<file path="src/rtl/dma_chreq_pkg.sv">
package dma_chreq_pkg;
  typedef enum logic {
    CLR_AT_TXN  = 1'b0,
    CLR_AT_XFER = 1'b1
  } clr_sel_e;
endpackage

</file>
<file path="src/rtl/dma_chreq_sel.sv">
module dma_chreq_sel #(
  parameter int NUM_LINES = 16,
  parameter int SEL_W     = $clog2(NUM_LINES)
) (
  input  logic                 clk,
  input  logic                 rst,
  input  logic [NUM_LINES-1:0] lines_i,
  input  logic [SEL_W-1:0]     sel_i,
  output logic                 line_o
);
  // Register the picked line. Reset to 1 so a line that is already high at reset release gives no edge.
  always_ff @(posedge clk) begin
    if (rst) line_o <= 1'b1;
    else     line_o <= lines_i[sel_i];
  end
endmodule

</file>
<file path="src/rtl/dma_chreq_edge.sv">
module dma_chreq_edge (
  input  logic clk,
  input  logic rst,
  input  logic lvl_i,
  output logic pulse_o
);
  logic hist_q;

  always_ff @(posedge clk) begin
    if (rst) hist_q <= 1'b1;
    else     hist_q <= lvl_i;
  end

  assign pulse_o = lvl_i & ~hist_q;

  assert_pulse_single_R2: assert property (@(posedge clk) disable iff (rst)
    pulse_o |=> !pulse_o);
endmodule

</file>
<file path="src/rtl/dma_chreq_hwen.sv">
module dma_chreq_hwen (
  input  logic clk,
  input  logic rst,
  input  logic set_i,
  input  logic clr_i,
  input  logic ch_rst_i,
  input  logic single_i,
  input  logic txn_done_i,
  output logic hwen_o
);
  logic kill;
  assign kill = clr_i | ch_rst_i | (single_i & txn_done_i);

  always_ff @(posedge clk) begin
    if (rst)        hwen_o <= 1'b0;
    else if (kill)  hwen_o <= 1'b0;
    else if (set_i) hwen_o <= 1'b1;
  end

  assert_clr_wins_R5: assert property (@(posedge clk) disable iff (rst)
    (clr_i && set_i) |=> !hwen_o);
  assert_single_autoclr_R6: assert property (@(posedge clk) disable iff (rst)
    (single_i && txn_done_i) |=> !hwen_o);
  assert_chrst_hwen_R12: assert property (@(posedge clk) disable iff (rst)
    ch_rst_i |=> !hwen_o);
endmodule

</file>
<file path="src/rtl/dma_chreq_pend.sv">
module dma_chreq_pend
  import dma_chreq_pkg::*;
(
  input  logic     clk,
  input  logic     rst,
  input  logic     req_i,
  input  clr_sel_e mode_i,
  input  logic     xfer_done_i,
  input  logic     txn_done_i,
  input  logic     ch_rst_i,
  input  logic     err_clr_i,
  output logic     pend_o,
  output logic     lost_o
);
  logic clr_evt, overrun;

  assign clr_evt = txn_done_i | ((mode_i == CLR_AT_XFER) & xfer_done_i);
  assign overrun = req_i & pend_o & ~clr_evt & ~ch_rst_i;

  always_ff @(posedge clk) begin
    if (rst) begin
      pend_o <= 1'b0;
      lost_o <= 1'b0;
    end else begin
      if (ch_rst_i)     pend_o <= 1'b0;
      else if (req_i)   pend_o <= 1'b1;
      else if (clr_evt) pend_o <= 1'b0;

      if (err_clr_i)    lost_o <= 1'b0;
      else if (overrun) lost_o <= 1'b1;
    end
  end

  assert_req_sets_pend_R7: assert property (@(posedge clk) disable iff (rst)
    (req_i && !ch_rst_i) |=> pend_o);
  assert_lost_on_overrun_R9: assert property (@(posedge clk) disable iff (rst)
    (req_i && pend_o && !clr_evt && !ch_rst_i && !err_clr_i) |=> lost_o);
  assert_err_clr_wins_R10: assert property (@(posedge clk) disable iff (rst)
    err_clr_i |=> !lost_o);
  assert_chrst_clears_R12: assert property (@(posedge clk) disable iff (rst)
    ch_rst_i |=> !pend_o);
endmodule

</file>
<file path="src/rtl/dma_chreq_ctrl.sv">
module dma_chreq_ctrl
  import dma_chreq_pkg::*;
#(
  parameter int NUM_LINES = 16,
  parameter int SEL_W     = $clog2(NUM_LINES)
) (
  input  logic                 clk,
  input  logic                 rst,
  input  logic [NUM_LINES-1:0] hw_req_i,
  input  logic [SEL_W-1:0]     sel_i,
  input  logic                 hwen_set_i,
  input  logic                 hwen_clr_i,
  input  logic                 sw_req_i,
  input  logic                 single_i,
  input  logic                 clr_mode_i,
  input  logic                 xfer_done_i,
  input  logic                 txn_done_i,
  input  logic                 ch_rst_i,
  input  logic                 err_clr_i,
  input  logic                 susp_en_i,
  output logic                 pend_o,
  output logic                 hwen_o,
  output logic                 lost_o,
  output logic                 susp_req_o
);
  logic picked, hw_pulse, req;

  dma_chreq_sel #(.NUM_LINES(NUM_LINES), .SEL_W(SEL_W)) u_sel (
    .clk(clk), .rst(rst), .lines_i(hw_req_i), .sel_i(sel_i), .line_o(picked));

  dma_chreq_edge u_edge (
    .clk(clk), .rst(rst), .lvl_i(picked), .pulse_o(hw_pulse));

  dma_chreq_hwen u_hwen (
    .clk(clk), .rst(rst), .set_i(hwen_set_i), .clr_i(hwen_clr_i),
    .ch_rst_i(ch_rst_i), .single_i(single_i), .txn_done_i(txn_done_i),
    .hwen_o(hwen_o));

  assign req = (hw_pulse & hwen_o) | sw_req_i;

  dma_chreq_pend u_pend (
    .clk(clk), .rst(rst), .req_i(req), .mode_i(clr_sel_e'(clr_mode_i)),
    .xfer_done_i(xfer_done_i), .txn_done_i(txn_done_i), .ch_rst_i(ch_rst_i),
    .err_clr_i(err_clr_i), .pend_o(pend_o), .lost_o(lost_o));

  always_ff @(posedge clk) begin
    if (rst) susp_req_o <= 1'b0;
    else     susp_req_o <= susp_en_i & hwen_o;
  end

  assert_susp_follow_R13: assert property (@(posedge clk) disable iff (rst)
    1'b1 |=> (susp_req_o == $past(susp_en_i && hwen_o)));
  assert_gate_off_R4: assert property (@(posedge clk) disable iff (rst)
    (!hwen_o && !sw_req_i && !pend_o) |=> !pend_o);
endmodule

</file>
<file path="config.mk">
export PLATFORM = sky130hd
export DESIGN_NAME = dma_chreq_ctrl
export DESIGN_NICKNAME = d
export VERILOG_FILES = /design/src/rtl/dma_chreq_pkg.sv /design/src/rtl/dma_chreq_sel.sv /design/src/rtl/dma_chreq_edge.sv /design/src/rtl/dma_chreq_hwen.sv /design/src/rtl/dma_chreq_pend.sv /design/src/rtl/dma_chreq_ctrl.sv
export SDC_FILE = /design/constraint.sdc
export NUM_CORES = 1
export LEC_CHECK = 0
export BUFFER_PORTS_ARGS = -buffer_cell sky130_fd_sc_hd__buf_2
export CORE_AREA = 2 2 39 41
export CTS_BUF_LIST = sky130_fd_sc_hd__clkbuf_8
export CTS_CLUSTER_DIAMETER = 80
export CTS_CLUSTER_SIZE = 28
export DETAILED_ROUTE_END_ITERATION = 16
export DIE_AREA = 0 0 41 43
export GPL_ROUTABILITY_DRIVEN = 1
export PLACE_DENSITY = 0.62
export SYNTH_ARGS = -nofsm -noshare
export SYNTH_HDL_FRONTEND = slang
export SYNTH_SLANG_ARGS = --single-unit
</file>
<file path="constraint.sdc">
create_clock -name clk -period 1.6 [get_ports clk]
set_input_delay 0.24 -clock clk [delete_from_list [all_inputs] [get_ports clk]]
set_output_delay 0.24 -clock clk [all_outputs]
set_load 0.02 [all_outputs]
</file>
# Word-level counts from Yosys, hierarchy flattened
# Cells that the tools add are included.
# classes
magnitude_cmp	1
mux	4
bitwise_logic	15
n_reduce_logical	4
# ops
operator	n
1-bit AND	8
2-bit OR reduction	3
4-bit by 5-bit less-than comparator with 1-bit output, second input constant	1
1-bit binary-select mux with 4-bit select	1
1-bit OR	4
1-bit two-way mux	3
1-bit inverter	3
2-bit nonzero test	1
# totals
ff_bits	6
inputBits	32
out_inout_bits	4
wordCells	30

# Depth between registers and ports, before layout
# logic_depth
ltp_word	7
depth_mapped	3

# Hierarchy
# Synthesis repeated with hierarchy kept, for this count alone.
# unflattened
cells_unflattened	29
hier_area_um2	361.6
# by_module_without_submodules
module	n_inst	cells_per_inst	area_each_um2	seq_area_each_um2
dma_chreq_sel	1	11	156.4	20.0
dma_chreq_pend	1	9	95.1	40.0
dma_chreq_hwen	1	3	41.3	20.0
dma_chreq_ctrl	1	3	36.3	20.0
dma_chreq_edge	1	3	32.5	20.0

# Worst setup path before layout
# Ideal clock, no wire load.
# synth_timing
path_type	input -> register
startpoint	in sel_i[0]
endpoint	reg u_sel.line_o
setup_ps	127
arrival_time_ps	922
t_required_ps	1473
path_slack_ps	551
path_stages	3
path_buffers	0
path_cell_list	mux4_1 nand3b_1 nand4_1
# synth_between
elab_chain_len	2
# synth_rtl
item	line	rtl
from (decl)	dma_chreq_ctrl.sv:10	input logic [SEL_W-1:0] sel_i,
1-bit binary-select mux with 4-bit select	dma_chreq_sel.sv:14	else line_o <= lines_i[sel_i];
1-bit two-way mux (implied by the code)	dma_chreq_sel.sv:14	
to (signal assigned)	dma_chreq_sel.sv:14	
to (decl)	dma_chreq_sel.sv:9	output logic line_o
# Every way passes these cells. The select of a mux whose other input is x is not followed.
# A chain may end at the register's enable or synchronous reset.

# Worst setup path after layout
# Same ends and word-level chain as after synthesis.

==> results.tsv <==
metric	value	unit
worstPathRequired	1.69	ns
peakVddDrop	313.6	uV
initial_utilization	24.68	%
ios	36	
dieWidth	41	um
vias	405	
clockRootBuffer	clkbuf_8	
post_cts_resized	0	
slew_headroom	86.59	%
finalCritPeriodShare	64.39	%
fp.dieH	43	um
syn_area	341.6	um2
arrival	1.12	ns
viasPerCell	4.821	
diodes	0	
clk_latency	0.22	ns
routed_wl	833	um
finalNonFillerCells	84	
avgSynthCellArea	11.39	um2
fill_cells	141	
clkTransAtPathRegs	0.03	ns
slew_viol_final	0	
crit_type	in2reg	
syn_nets	62	
grt_pass1_vias	359	
dpl.hpwl	746	um
rows	14	
grt_pass1_wl	1.228	mm
worst_path_max_delay_cell	mux4_1	
endpoint_kind	register	
setup_ws	0.5697	ns
slowest_delay	0.56	ns
hp-class	in2reg	
cp-start-kind	primary input	
route.detailed.drc	0	
grt_start_max_net_pins	7	
antenna_found_initial	0	
numCtsBuffers	3	
post_drt_wl_per_cell	9.917	um
globalplace.congestion	0.6792	
overflow	0	
finish.net_count	102	
maxCapViolCount	0	
fmax	0.9706	GHz
rsz0062_at_grt	no	
ys_seq_area_share	35.16	%
core	1384	um2
yosys_warnings	0	
fin_skew	0.001720	ns
syn_inst	30	
drt-initial-drc-count	6	
tns	0	ns
syn_to_final_growth	69.23	%
critPathMaxFanout	4	
dp.cells	81	
drt_first_pass_iters	2	
leakagePower	0.0002959	uW
cts_tree	done	
cts_hold_buf	0	
period_needed	1.030	ns
grt_usage	10.70	%
ant_nets	0	
finalSetupViolCount	0	
ys_ff_latch	6	
clockBufferDepth	2	
path_cells	buf_2 > mux4_1 > nand3_1 > nand4_1	
htree_levels	1	
power_density	788.8	nW/um2
status	finished, final reports clean	
cts_setup_buffers	0	
dp_slack	0.3272	ns
yosys.cell_types.count	18	
cts.sinks	6	
drive_gt1_share	58.82	%
port_buffers	35	
die_area	1763	um2
tightest_slew	0.1993	ns
hold_violations	0	
cell families after synthesis:
logic type      after synthesis  share of synthesized area (%)
simple gates                 13                          23.08
flops                         6                          35.17
compound gates                5                          9.886
mux                           4                          29.67
buf+inv                       2                          2.199
per-stage QoR:
step	area (um2)	hold WS (ns)	total power [uW]	utilization, %
floorplan	341.6	0.3128	193.1	-
global placement	536.8	0.4108	239.4	38.79
detailed placement	536.8	0.4097	240.7	38.79
CTS	578.1	0.1780	465.6	41.77
global route	578.1	0.1883	482.0	41.77
finish	578.1	0.1799	456.0	41.77
synth_stat cells:
library cell  instances  area, um2
a211oi_1              2      15.01
a21oi_1               1      5.000
mux4_1                3      78.83
and3b_1               2      17.52
or2_2                 1      6.260
mux4_2                1      22.52
nand3_1               1      5.000
nor2_1                1      3.750
inv_1                 2      7.510
nand3b_1              2      15.01
o2111ai_1             1      8.760
nor3_1                1      5.000
dfxtp_1               6      120.1
nand4_1               1      6.260
nand2_1               2      7.510
nor2b_1               1      6.260
o21ai_0               1      5.000
nor4_1                1      6.260
cell usage in the layout, fill, tap and decap left out, drive strengths merged:
master	synthesis	final
nor4	1	1
buf	0	35
inv	2	2
nand2	2	2
nand3	1	1
o21ai	1	1
a21oi	1	1
dfxtp	6	6
nor2b	1	1
o2111ai	1	1
nor3	1	1
nand3b	2	2
nor2	1	1
mux4	4	4
and3b	2	2
or2	1	1
a211oi	2	2
nand4	1	1
clkbuf	0	3
critical path: cells and delay by family:
kind          cells  cell delay, ns
buf+inv           1            0.14
mux               1            0.56
simple gates      2            0.18
final cells by class:
type	count	area, um2	share of cell area, %
well taps	16	20.02	3.463
inverters	2	7.507	1.299
multi-input cells	22	214.0	37.01
repair buffers	35	175.2	30.30
flip-flops and latches	6	120.1	20.78
clock buffers	3	41.29	7.143
path summary, 6_finish.rpt:
check	start	slack (ns)	to	cells after the start
hold reg to reg	u_sel.line_o	0.43	u_edge.hist_q	1
setup reg to reg	u_hwen.hwen_o	0.61	u_pend.lost_o	3
setup / recovery	sel_i[0]	0.57	u_sel.line_o	4
hold / removal	hwen_clr_i	0.18	u_hwen.hwen_o	2
power by group:
| part | total (uW) | internal, uW | switching, uW |
|---|---|---|---|
| Sequential | 159 | 157 | 2.14 |
| Combinational | 78.1 | 50.5 | 27.6 |
| Clock | 219 | 161 | 57.9 |
flip-flops by register name, indices dropped and copies added, names as in the netlist:
| name | flops |
|---|---|
| u_pend.pend_o | 1 |
| u_pend.lost_o | 1 |
| u_sel.line_o | 1 |
| u_hwen.hwen_o | 1 |
| u_edge.hist_q | 1 |
| susp_req_o | 1 |
metal layers:
layer / track usage (%) / vias to the layer above / wire length, um
li1: - / 200 / -
met1: 11.11 / 168 / 330
met2: 15.63 / 37 / 348
met3: 5.236 / 0 / 153
met4: 8.000 / 0 / 0
met5: 0 / - / 0
(Power assumes the default switching activity.)
